<file path="src/rtl/twcPkg.sv">
package twcPkg;
  localparam int BYTE_W = 8;
  localparam int CNT_W  = 4;
  localparam int ACK_SLOT = BYTE_W + 1;

  typedef struct packed {
    logic shiftBit;    // rising clock edge: sample data
    logic clearCount;  // any bus condition: restart framing
  } twcStrobes_t;
endpackage

</file>
<file path="src/rtl/twcLineConditioner.sv">
module twcLineConditioner #(
  parameter int NUM_DRV     = 2,
  parameter int SYNC_STAGES = 2,
  parameter int FILT_LEN    = 3
) (
  input  logic               clk,
  input  logic               rst,
  input  logic [NUM_DRV-1:0] drv,
  output logic               lineOut
);
  localparam int FCNT_W = $clog2(FILT_LEN + 1);

  logic resolved;
  logic [SYNC_STAGES-1:0] syncQ;
  logic [FCNT_W-1:0] stableCnt;

  // wired-AND: any driver at 0 pulls the line low
  assign resolved = &drv;

  always_ff @(posedge clk) begin
    if (rst) syncQ <= '1;
    else     syncQ <= {syncQ[SYNC_STAGES-2:0], resolved};
  end

  // accept a new level only after FILT_LEN consecutive differing samples
  always_ff @(posedge clk) begin
    if (rst) begin
      lineOut   <= 1'b1;
      stableCnt <= '0;
    end else if (syncQ[SYNC_STAGES-1] == lineOut) begin
      stableCnt <= '0;
    end else if (stableCnt == FCNT_W'(FILT_LEN - 1)) begin
      lineOut   <= syncQ[SYNC_STAGES-1];
      stableCnt <= '0;
    end else begin
      stableCnt <= stableCnt + 1'b1;
    end
  end
endmodule

</file>
<file path="src/rtl/twcControl.sv">
module twcControl
  import twcPkg::*;
(
  input  logic        clk,
  input  logic        rst,
  input  logic        sclLine,
  input  logic        sdaLine,
  output twcStrobes_t strobes,
  output logic        startPulse,
  output logic        restartPulse,
  output logic        stopPulse,
  output logic        violation,
  output logic        busBusy
);
  logic sclPrev, sdaPrev;
  logic sclChange, sdaChange, sclHighBoth;
  logic startCond, stopCond, badChange;

  always_ff @(posedge clk) begin
    if (rst) begin
      sclPrev <= 1'b1;
      sdaPrev <= 1'b1;
    end else begin
      sclPrev <= sclLine;
      sdaPrev <= sdaLine;
    end
  end

  assign sclChange   = sclPrev ^ sclLine;
  assign sdaChange   = sdaPrev ^ sdaLine;
  assign sclHighBoth = sclPrev & sclLine;
  assign startCond   = sclHighBoth & sdaPrev & ~sdaLine;
  assign stopCond    = sclHighBoth & ~sdaPrev & sdaLine;
  assign badChange   = sclChange & sdaChange & (sclPrev | sclLine);

  always_comb begin
    strobes.shiftBit   = ~sclPrev & sclLine & ~sdaChange;
    strobes.clearCount = startCond | stopCond;
  end

  always_ff @(posedge clk) begin
    if (rst) begin
      startPulse   <= 1'b0;
      restartPulse <= 1'b0;
      stopPulse    <= 1'b0;
      violation    <= 1'b0;
      busBusy      <= 1'b0;
    end else begin
      startPulse   <= startCond & ~busBusy;
      restartPulse <= startCond & busBusy;
      stopPulse    <= stopCond;
      violation    <= badChange;
      if (stopCond)       busBusy <= 1'b0;
      else if (startCond) busBusy <= 1'b1;
    end
  end
endmodule

</file>
<file path="src/rtl/twcDatapath.sv">
module twcDatapath
  import twcPkg::*;
(
  input  logic              clk,
  input  logic              rst,
  input  twcStrobes_t       strobes,
  input  logic              sdaLine,
  output logic [CNT_W-1:0]  bitCount,
  output logic              byteReady,
  output logic [BYTE_W-1:0] rxByte
);
  logic [BYTE_W-1:0] shiftReg;
  logic [BYTE_W-1:0] nextShift;

  assign nextShift = {shiftReg[BYTE_W-2:0], sdaLine};

  always_ff @(posedge clk) begin
    if (rst) begin
      bitCount  <= '0;
      shiftReg  <= '0;
      rxByte    <= '0;
      byteReady <= 1'b0;
    end else begin
      byteReady <= 1'b0;
      if (strobes.clearCount) begin
        bitCount <= '0;
      end else if (strobes.shiftBit) begin
        if (bitCount == CNT_W'(BYTE_W)) begin
          bitCount <= CNT_W'(ACK_SLOT);       // acknowledge slot, no shift
        end else begin
          shiftReg <= nextShift;
          if (bitCount == CNT_W'(BYTE_W - 1)) begin
            rxByte    <= nextShift;
            byteReady <= 1'b1;
            bitCount  <= CNT_W'(BYTE_W);
          end else if (bitCount == CNT_W'(ACK_SLOT)) begin
            bitCount <= CNT_W'(1);
          end else begin
            bitCount <= bitCount + 1'b1;
          end
        end
      end
    end
  end
endmodule

</file>
<file path="src/rtl/twoWireCondMonitor.sv">
module twoWireCondMonitor
  import twcPkg::*;
#(
  parameter int NUM_DRV     = 2,
  parameter int SYNC_STAGES = 2,
  parameter int FILT_LEN    = 3
) (
  input  logic               clk,
  input  logic               rst,
  input  logic [NUM_DRV-1:0] sclDrv,
  input  logic [NUM_DRV-1:0] sdaDrv,
  output logic               startPulse,
  output logic               restartPulse,
  output logic               stopPulse,
  output logic               violation,
  output logic               busBusy,
  output logic [3:0]         bitCount,
  output logic               byteReady,
  output logic [7:0]         rxByte
);
  logic sclLine, sdaLine;
  twcStrobes_t strobes;

  twcLineConditioner #(.NUM_DRV(NUM_DRV), .SYNC_STAGES(SYNC_STAGES), .FILT_LEN(FILT_LEN))
    u_sclCond (.clk(clk), .rst(rst), .drv(sclDrv), .lineOut(sclLine));

  twcLineConditioner #(.NUM_DRV(NUM_DRV), .SYNC_STAGES(SYNC_STAGES), .FILT_LEN(FILT_LEN))
    u_sdaCond (.clk(clk), .rst(rst), .drv(sdaDrv), .lineOut(sdaLine));

  twcControl u_ctrl (
    .clk(clk), .rst(rst), .sclLine(sclLine), .sdaLine(sdaLine),
    .strobes(strobes), .startPulse(startPulse), .restartPulse(restartPulse),
    .stopPulse(stopPulse), .violation(violation), .busBusy(busBusy)
  );

  twcDatapath u_dp (
    .clk(clk), .rst(rst), .strobes(strobes), .sdaLine(sdaLine),
    .bitCount(bitCount), .byteReady(byteReady), .rxByte(rxByte)
  );
endmodule

</file>
<file path="config.mk">
export PLATFORM = sky130hd
export DESIGN_NAME = twoWireCondMonitor
export DESIGN_NICKNAME = d
export VERILOG_FILES = /design/src/rtl/twcPkg.sv /design/src/rtl/twcLineConditioner.sv /design/src/rtl/twcControl.sv /design/src/rtl/twcDatapath.sv /design/src/rtl/twoWireCondMonitor.sv
export SDC_FILE = /design/constraint.sdc
export NUM_CORES = 1
export LEC_CHECK = 0
export BUFFER_PORTS_ARGS = -buffer_cell sky130_fd_sc_hd__buf_2
export CORE_ASPECT_RATIO = 1.2
export CORE_MARGIN = 2
export CORE_UTILIZATION = 48
export CTS_BUF_LIST = sky130_fd_sc_hd__clkbuf_8 sky130_fd_sc_hd__clkbuf_16
export CTS_CLUSTER_SIZE = 40
export DETAILED_ROUTE_END_ITERATION = 10
export PLACE_DENSITY = 0.78
export SLEW_MARGIN = 20
export SYNTH_ARGS = -nofsm -noshare
export SYNTH_HDL_FRONTEND = slang
export SYNTH_SLANG_ARGS = --single-unit
</file>
<file path="constraint.sdc">
create_clock -name clk -period 1.41 [get_ports clk]
set_input_delay 0 -clock clk [delete_from_list [all_inputs] [get_ports clk]]
set_output_delay 0 -clock clk [all_outputs]
set_load 0.02 [all_outputs]
</file>
==> results of run 1 <==
==> sequential cells by signal, indices dropped and copies added, names as in the netlist, 2 cells and up <==
signal               cells
u_dp.rxByte              8
u_sdaCond.syncQ          2
u_sclCond.stableCnt      2
u_sdaCond.stableCnt      2
u_dp.bitCount            4
u_sclCond.syncQ          2
u_dp.shiftReg            7
==> repair_timing <==
item | in CTS | in global routing
pin swaps | 2 | 1
hold buffers | 4 | 0
setup endpoints to repair | 16 | 17
endpoints found under the hold margin | 2 | 0
resized for setup | 7 | 6
gates cloned | 1 | 0
==> final cells by class <==
type,instances,area [um2]
timing repair buffer,39,269.0
sequential,37,745.7
tap,34,42.54
clock buffer,6,82.58
fill,250,985.9
clock inverter,1,3.754
multi-input combinational,89,623.1
inverter,8,32.53
==> kinds of logic (layout without fill, tap and decap cells) <==
family,Yosys count,after routing
flip-flops,37,37
multiplexers,16,16
AO/OA/AOI/OAI,14,14
adder cells (fa/ha/maj),5,5
buffers and inverters,13,54
XOR/XNOR,4,4
AND/OR/NAND/NOR,50,50
==> critical path, cell delays in order, from the launching register on <==
cell and delay [ns]:
dfxtp_2 0.33, inv_2 0.07, ha_4 0.14, buf_6 0.10
inv_4 0.03, a211oi_4 0.27, buf_12 0.17, mux2i_1 0.20
==> through the flow <==
stage	total power (W)	hold WS (ns)
floorplan	0.001115	0.1073
global placement	0.001130	0.1889
detailed placement	0.001133	0.1977
CTS	0.001867	0.002616
global route	0.001924	0.01071
finish	0.001847	0.004573
==> layout by cell type (no fill, tap or decap), types with 4 or more instances in the layout <==
cell,n
a21oi_1,5
buf_2,23
buf_4,8
clkbuf_8,6
dfxtp_1,33
dfxtp_2,4
dlygate4sd3_1,4
ha_1,4
inv_1,7
mux2i_1,16
nand2_1,25
nor2_1,8
==> metal layers <==
metal | GRT usage | wire length (um) | part of all wire | up-vias
li1 | - | - | - | 540
met1 | 0.2108 | 1101 | 0.39 | 511
met2 | 0.3441 | 1528 | 0.54 | 25
met3 | 0.07109 | 130 | 0.046 | 6
met4 | 0.09295 | 57 | 0.020 | 0
met5 | 0 | 0 | 0 | -
==> synthesized netlist by cell type, drive strengths merged (3+ instances only) <==
master,number
dfxtp,37
nand2,25
mux2i,16
inv,8
nor2,8
a21oi,5
ha,5
or3,4
clkbuf,3
nor3,3
o21ai,3
or2,3
xnor2,3
==> worst paths after layout <==
kind	end	slack, ns
worst min register to register	u_sdaCond.stableCnt[0]	0.41
worst max register to register	u_dp.shiftReg[2]	0.03
worst min-delay path	u_dp.byteReady	0.005
worst max-delay path	u_dp.shiftReg[2]	0.03
==> power by group through the flow <==
stage | Clock [W] | Sequential, W | Combinational (W)
floorplan | 0 | 0.00108 | 0.0000317
global placement | 0 | 0.00108 | 0.0000462
detailed placement | 0 | 0.00108 | 0.0000491
CTS | 0.000749 | 0.00106 | 0.0000577
global route | 0.000797 | 0.00106 | 0.0000655
finish | 0.000727 | 0.00106 | 0.0000584
==> impl_results.md, run 1 <==
- I/O pin total: 24
- Inst Count DP: 202
- CP required: 1.62 ns
- Main combinational cell family by area after synthesis: simple AND/OR/NAND/NOR gates
- Setup WS post-layout: 0.02812 ns
- Cell Rows: 21
- Compound-gate portion of the synthesized area: 0.06921
- WL/cell: 13.16 um
- Synthesis-stage register bit count: 37
- Area of the mapped netlist: 1410 um2
- Pre-CTS WS: -0.04593 ns
- Synth Flop Type: dfxtp_1
- Gr usage total: 0.2010
- Syn_nets: 150
- Initial antenna violation count: 0
- Synth unique cells: 27
- Final std cells w/o fill: 214
- Core Util, Final: 0.6460
- RSZ-0062 raised after global routing: true
- Die ar.: 3389 um2
- Crit end category: register
- CP Max Fanout: 7
- DR vias: 1082
- Ys Warns: 0
- Drt total wl: 2.817 mm
- Post-DRT Antenna Nets: 0
- Switching Share: 0.2072
- Synth Area in Adders: 0.04437
- Internal power: 0.001464 W
- CP Class: reg2reg
- Nets@finish: 191
- Initial Utilization: 0.5063
- Critical Path Start Type: register
- Leakage: 0.8211 nW
- DRT iter0 DRCs: 17
- Core area: 2785 um2
- CP startpoint: u_ctrl.sclPrev
- Worst-skew pair later-pin latency: 0.29 ns
- Register area share after synthesis: 0.5253
- Worst hold path type: in2reg
- Final setup skew: 0.001450 ns
- Period utilization: 0.9801
- Mux share of post-synthesis cell area: 0.1136
- Final Instance Area: 1799 um2
- Clock slew at reported path FFs: 0.07 ns
- N_diodes: 0
- DRT Pass-1 Iters: 4
- Sequential power share: 0.574
- Xor-xnor portion of the synthesized cell area: 0.03815
- Syn_area_per_cell: 10.14 um2
- Total net switching power: 0.0003826 W
- HPWL Detailed: 1.913 mm
- Residual DRC count: 0
- Synth Instances: 139
- Placed cell area: 1632 um2
- CTS max path bufs: 2
- Die W: 53.48 um
- Worst-Margin Slew: 0.5350 ns
- Fmax: 723.7 MHz
- CTS sink count: 37
- Synth area leaders: dfxtp_1 (53%), mux2i_1 (11%), nand2_1 (6.7%)
- Total CTS buffers: 5
- Worst R2R Start: u_ctrl.sclPrev
- Vias/cell: 5.056
- Height of the die: 63.38 um
- Setup TNS: 0 ns
- Layout area overhead: 27.60%
- Power per cell area: 1026 nW/um2
- Input/output buffers: 23
- Slew Limit Fails: 0
- Maxcap violations: 0
- Max-slew headroom: 0.6429
- H-tree depth: 2
- Final hold vios: 0
- Setup Fix Bufs, Post-CTS: 0
- Largest net degree at the start of global routing: 20
- CTS Root Buffer Type: clkbuf_8
- Post-Synth Simple-Gate Area: 0.1642
- Data arrival, critical path: 1.59 ns
- Layout cells sized above 1: 0.3000
- Routability cong.: 0.8766
- Worst Reg-to-Reg Cells: 7
- Synth area leader: dfxtp_1
- Post-synth EDFFs: 0
- Final setup vio count: 0
- Overflow left after global routing: 0
- First-pass GRT wire length: 4.850 mm
- Ys async rst share: 0
- Vias in the first global route: 1118
- Comb power frac: 0.032
- Hold Crit Depth: 2
- Synth top area share: 0.5253
- CTS tree: done
- Clock network fraction of total power: 0.394
- Min cycle time layout: 1.382 ns
- Worst Hold Launch: rst
- Worst vdd ir: 944.5 uV
- Status: finished clean
Note: power is estimated with default switching activity, not from simulation.
==> run 2, diff against run 1 <==
--- a/config.mk
+++ b/config.mk
@@ -5,10 +5,11 @@
 export SDC_FILE = /design/constraint.sdc
 export NUM_CORES = 1
 export LEC_CHECK = 0
+export ABC_AREA = 1
 export BUFFER_PORTS_ARGS = -buffer_cell sky130_fd_sc_hd__buf_2
 export CORE_ASPECT_RATIO = 1.2
 export CORE_MARGIN = 2
-export CORE_UTILIZATION = 48
+export CORE_UTILIZATION = 49
 export CTS_BUF_LIST = sky130_fd_sc_hd__clkbuf_8 sky130_fd_sc_hd__clkbuf_16
 export CTS_CLUSTER_SIZE = 40
 export DETAILED_ROUTE_END_ITERATION = 10
==> impl_results.md, run 2 <==
- Status: finished clean
- Switching Share: 0.2099
- Post-DRT Antenna Nets: 0
- Residual DRC count: 0
- Slew Limit Fails: 0
- Max reg flops: 8
- CTS max path bufs: 2
- Footprint of the multi-input gates: 700.7 um2
- DR vias: 1256
- Synth cell count leaders: nand2_1 (41), dfxtp_1 (37), nor2_1 (27)
- Overflow left after global routing: 0
- Commonest non-fill, non-tap cells in the layout: nand2_1 (41), dfxtp_1 (37), nor2_1 (27)
- Total net switching power: 0.0004295 W
- CP Max Fanout: 12
- Final setup vio count: 0
- Input/output buffers: 23
- Initial antenna violation count: 0
- Gr usage total: 0.1609
- Power per cell area: 1056 nW/um2
- Data arrival, critical path: 1.58 ns
- Largest net degree at the start of global routing: 24
- Min cycle time layout: 1.341 ns
- Synth Flop Type: dfxtp_1
- Synth unique cells: 27
- Worst-Margin Slew: 0.2505 ns
- Count leader, synth: nand2_1
- Die ar.: 3645 um2
- CTS Root Buffer Type: clkbuf_8
- Sequential power share: 0.519
- Vias/cell: 4.669
- Cell Rows: 22
- Min Hold Slack: 0.01482 ns
- Register area: 740.7 um2
- Critical Path Start Type: register
- Max-slew headroom: 0.8330
- Worst vdd ir: 742.6 uV
- Clock network fraction of total power: 0.445
- Layout area overhead: 24.52%
- Synth area leader: dfxtp_1
- Syn_area_per_cell: 8.192 um2
- Routability cong.: 0.7562
- DRT Pass-1 Iters: 4
- Fillers: 270
- Synth Instances: 190
- Internal power: 0.001617 W
- CTS sink count: 37
- Fmax: 745.7 MHz
- HPWL Detailed: 1.806 mm
- Layout cells sized above 1: 0.3004
- Final Instance Area: 1938 um2
- Core area: 3055 um2
- Synth top area share: 0.4759
- Maxcap violations: 0
- Final hold vios: 0
- N_diodes: 0
- CP Class: reg2reg
- Register area share after synthesis: 0.4759
- CP required: 1.64 ns
- Die W: 55.45 um
- Inst Count DP: 252
- Commonest non-fill, non-tap cell in the layout: nand2_1
- Period utilization: 0.9511
- Worst hold path type: in2reg
- Ys Warns: 0
- Ys async rst share: 0
- Clock slew at reported path FFs: 0.07 ns
- Final setup skew: 0.004604 ns
- Crit end category: register
- Final std cells w/o fill: 269
- Syn_nets: 201
- Synthesis-stage register bit count: 37
- I/O pin total: 24
- DRT iter0 DRCs: 32
- Height of the die: 65.74 um
- Post-synth EDFFs: 0
- Comb power frac: 0.036
- Vias in the first global route: 1089
- Placed cell area: 1745 um2
- H-tree depth: 2
- Synth area leaders: dfxtp_1 (48%), nand2_1 (9.9%), nor2_1 (6.5%)
- Area of the mapped netlist: 1556 um2
- WL/cell: 9.803 um
- Leakage: 0.9142 nW
- CTS tree: done
- Biggest register: u_dp.rxByte
- Nets@finish: 243
- Initial Utilization: 0.5094
- Total CTS buffers: 5
- Worst-skew pair later-pin latency: 0.29 ns
- Drt total wl: 2.637 mm
- First-pass GRT wire length: 4.485 mm
- Biggest regs: u_dp.rxByte (8), u_dp.shiftReg (7), u_dp.bitCount (4)
run 2: changes by cell type after synthesis, sizes merged, moves of 4 or more:
| cell | delta |
|---|---|
| nand3 | +15 |
| mux2i | -16 |
| or3 | -4 |
| inv | +10 |
| o21ai | +4 |
| a21oi | +4 |
| nor2 | +32 |
| nand2 | +18 |
run 2: final cells by class:
class                   instances  share of cell area
inverters                      19             0.03680
flip-flops and latches         37              0.3822
clock inverters                 3             0.02389
multi-input cells             129              0.3615
well taps                      36             0.02324
clock buffers                   5             0.03551
repair buffers                 40              0.1369
run 2: repair_timing:
| item | 4_1_cts | 5_1_grt |
|---|---|---|
| setup endpoints to repair | 0 | 3 |
| endpoints found under the hold margin | 2 | 0 |
| hold buffers | 4 | 0 |
| buffers inserted | 0 | 5 |
| resized for setup | 0 | 0 |
run 2: cells by family after synthesis:
family	count (synthesis)	synth area share
AOI/OAI and AO/OA	16	0.06592
DFF	37	0.4759
adders and majority gates	5	0.04019
buffers and inverters	24	0.07394
and+or+nand+nor	108	0.3441
run 2: metal layers:
layer	share of wire	vias up	GRT usage	wire (um)
li1	-	674	-	-
met1	0.46	548	0.1887	1217
met2	0.46	26	0.2574	1210
met3	0.041	8	0.04724	108
met4	0.038	0	0.1006	101
met5	0	-	0	0
run 2: path summary, 6_finish.rpt:
kind / from / endpoint / slack (ns) / cells after the start
min: rst / u_ctrl.stopPulse / 0.01 / 2
max reg2reg: u_ctrl.sclPrev / u_dp.rxByte[7] / 0.07 / 7
max: u_ctrl.sclPrev / u_dp.rxByte[7] / 0.07 / 7
min reg2reg: u_sclCond.syncQ[0] / u_sclCond.syncQ[1] / 0.41 / 1
run 2: power by group through the flow:
stage,clock network [W],logic [W],registers (W)
floorplan,0,0.0000460,0.00109
global placement,0,0.0000638,0.00109
detailed placement,0,0.0000653,0.00109
CTS,0.000938,0.0000739,0.00106
global route,0.000980,0.0000839,0.00106
finish,0.000911,0.0000728,0.00106
run 2: stage by stage:
| step | setup WS, ns | util | TNS [ns] | power [W] |
|---|---|---|---|---|
| after floorplan | 0.1103 | - | 0 | 0.001133 |
| after global placement | 0.1241 | 0.5713 | 0 | 0.001150 |
| after detailed placement | 0.07041 | 0.5713 | 0 | 0.001152 |
| after CTS | 0.05089 | 0.6220 | 0 | 0.002074 |
| after global routing | -0.01140 | 0.6343 | -0.02133 | 0.002128 |
| final | 0.06895 | 0.6343 | 0 | 0.002047 |
run 2: critical path: stages, from the launching register on:
cell and delay [ns]:
dfxtp_1 0.31, inv_1 0.08, ha_1 0.21, nand3_4 0.16, nor2_8 0.25, buf_4 0.15
nor2_2 0.03, nor2_2 0.08
==> run 3, diff against run 2 <==
--- a/config.mk
+++ b/config.mk
@@ -9,11 +9,12 @@
 export BUFFER_PORTS_ARGS = -buffer_cell sky130_fd_sc_hd__buf_2
 export CORE_ASPECT_RATIO = 1.2
 export CORE_MARGIN = 2
-export CORE_UTILIZATION = 49
+export CORE_UTILIZATION = 55
 export CTS_BUF_LIST = sky130_fd_sc_hd__clkbuf_8 sky130_fd_sc_hd__clkbuf_16
+export CTS_CLUSTER_DIAMETER = 50
 export CTS_CLUSTER_SIZE = 40
 export DETAILED_ROUTE_END_ITERATION = 10
-export PLACE_DENSITY = 0.78
+export PLACE_DENSITY = 0.83
 export SLEW_MARGIN = 20
 export SYNTH_ARGS = -nofsm -noshare
 export SYNTH_HDL_FRONTEND = slang
==> constraint.sdc (replaced) <==
create_clock -name clk -period 1.5 [get_ports clk]
set_input_delay 0 -clock clk [delete_from_list [all_inputs] [get_ports clk]]
set_output_delay 0 -clock clk [all_outputs]
set_load 0.02 [all_outputs]
==> impl_results.md, run 3 (synthesis gave the netlist of run 2 again) <==
- Status: finished clean
- Grt peak-use layer: met2
- Inst Count DP: 246
- Max incr delay on CP: 0.32 ns
- Commonest non-fill, non-tap cell in the layout: nand2_1
- Die ar.: 3273 um2
- Post-CTS sizing: 0
- CTS max path bufs: 2
- HPWL Detailed: 1.885 mm
- Final std cells w/o fill: 258
- Leakage: 0.8571 nW
- Critical Path Start Type: register
- Layout cells sized above 1: 0.2679
- Worst-skew pair later-pin latency: 0.29 ns
- DRT iter0 DRCs: 20
- Final setup skew: 0.005204 ns
- Overflow left after global routing: 0
- Core area: 2733 um2
- Height of the die: 62.28 um
- Comb power frac: 0.040
- Power per cell area: 941.7 nW/um2
- Commonest non-fill, non-tap cells in the layout: nand2_1 (41), dfxtp_1 (37), nor2_1 (27)
- Residual DRC count: 0
- Slew Limit Fails: 0
- Nets@finish: 234
- Gr usage total: 0.2013
- Clock network fraction of total power: 0.377
- Highest-delay cell along the critical path: dfxtp_1
- WL/cell: 10.88 um
- Drt total wl: 2.806 mm
- CP bufs+invs: 1
- Input/output buffers: 23
- I/O pin total: 24
- GR Util met3: 0.07933
- Total net switching power: 0.0003789 W
- Min cycle time layout: 1.399 ns
- CP most frequent cell: nand2_1
- Initial Utilization: 0.5696
- Routability cong.: 0.7710
- Worst vdd ir: 779.8 uV
- N_diodes: 0
- Data arrival, critical path: 1.59 ns
- CTS tree: done
- Internal power: 0.001338 W
- H-tree depth: 2
- Final setup vio count: 0
- Cell Rows: 21
- Worst-Margin Slew: 0.3131 ns
- RSZ-0062 raised after global routing: false
- Biggest regs: u_dp.rxByte (8), u_dp.shiftReg (7), u_dp.bitCount (4)
- Hold buffers post-CTS: 4
- Cells along the critical path: inv_1 -> ha_1 -> nand3_4 -> nor2_8 -> nand2_1 -> nand2_1 -> nor2_2
- Max reg flops: 8
- Biggest register: u_dp.rxByte
- CP required: 1.70 ns
- Maxcap violations: 0
- Fillers: 254
- Fmax: 714.9 MHz
- Crit end category: register
- CTS Root Buffer Type: clkbuf_8
- Total CTS buffers: 5
- Setup TNS: 0 ns
- First-pass GRT wire length: 4.871 mm
- Initial antenna violation count: 0
- Period utilization: 0.9325
- GR Util met1: 0.2323
- Final hold vios: 0
- DR vias: 1261
- Worst hold path type: in2reg
- CP Class: reg2reg
- Die W: 52.56 um
- GR Layer Usage met2: 0.3031
- Layout area overhead: 17.12%
- CP Max Fanout: 16
- Sequential power share: 0.582
- Vias/cell: 4.888
- Max-slew headroom: 0.7913
- Post-DRT Antenna Nets: 0
- Delay-heaviest family, CP: simple AND/OR/NAND/NOR gates
- Clock slew at reported path FFs: 0.07 ns
- CTS sink count: 37
- Vias in the first global route: 1155
- Switching Share: 0.2207
- Setup Fix Bufs, Post-CTS: 0
- Largest net degree at the start of global routing: 23
- DRT Pass-1 Iters: 4
[run 3: cell types whose count changed in the layout (fill, tap and decap cells not counted)]
cell,delta
buf_4,-8
clkinv_4,-1
inv_1,+1
clkinv_2,+2
buf_12,-1
clkinvlp_4,-1
bufinv_16,-1
[run 3: metal layers]
metal  vias to the layer above  wire length, um
met3                         8               85
met5                         -                0
met4                         0               94
li1                        661                -
met1                       574             1343
met2                        18             1283
[run 3: final cells by class]
type,instances,area [um2],share of cell area
clock buffer,5,68.82,0.03775
clock inverter,3,13.76,0.007550
inverter,19,71.32,0.03912
multi-input combinational,129,700.7,0.3844
sequential,37,740.7,0.4063
tap,34,42.54,0.02334
timing repair buffer,31,185.2,0.1016
[run 3: worst reg2reg max path, cell delays in order (launching register included)]
cell	delay, ns
dfxtp_1	0.32
inv_1	0.07
ha_1	0.22
nand3_4	0.16
nor2_8	0.30
nand2_1	0.11
nand2_1	0.09
nor2_2	0.03
[run 3: final timing paths]
check,start,end,slack (ns),cells after the start
worst min-delay path,rst,u_ctrl.stopPulse,0.03,2
worst min register to register,u_sclCond.syncQ[0],u_sclCond.syncQ[1],0.41,1
worst max register to register,u_ctrl.sclPrev,u_dp.rxByte[0],0.10,7
worst max-delay path,u_ctrl.sclPrev,u_dp.rxByte[0],0.10,7
[run 3: power groups by stage]
stage	Clock, W	Combinational (W)	Sequential [W]
after CTS	0.000672	0.0000683	0.00100
after floorplan	0	0.0000432	0.00102
after global placement	0	0.0000588	0.00102
after global routing	0.000723	0.0000779	0.00100
after detailed placement	0	0.0000603	0.00102
final	0.000647	0.0000694	0.00100
[run 3: per-stage QoR]
step                      utilization  setup WS, ns  hold slack [ns]  total power, W  area [um2]
after floorplan                     -        0.2003          0.09895        0.001065        1556
after global placement         0.6223        0.1773           0.1848        0.001081        1700
after detailed placement       0.6223        0.1200           0.1905        0.001082        1700
after CTS                      0.6671       0.08100          0.01812        0.001740        1823
after global routing           0.6671      0.007921          0.04298        0.001801        1823
final                          0.6671        0.1012          0.02656        0.001717        1823
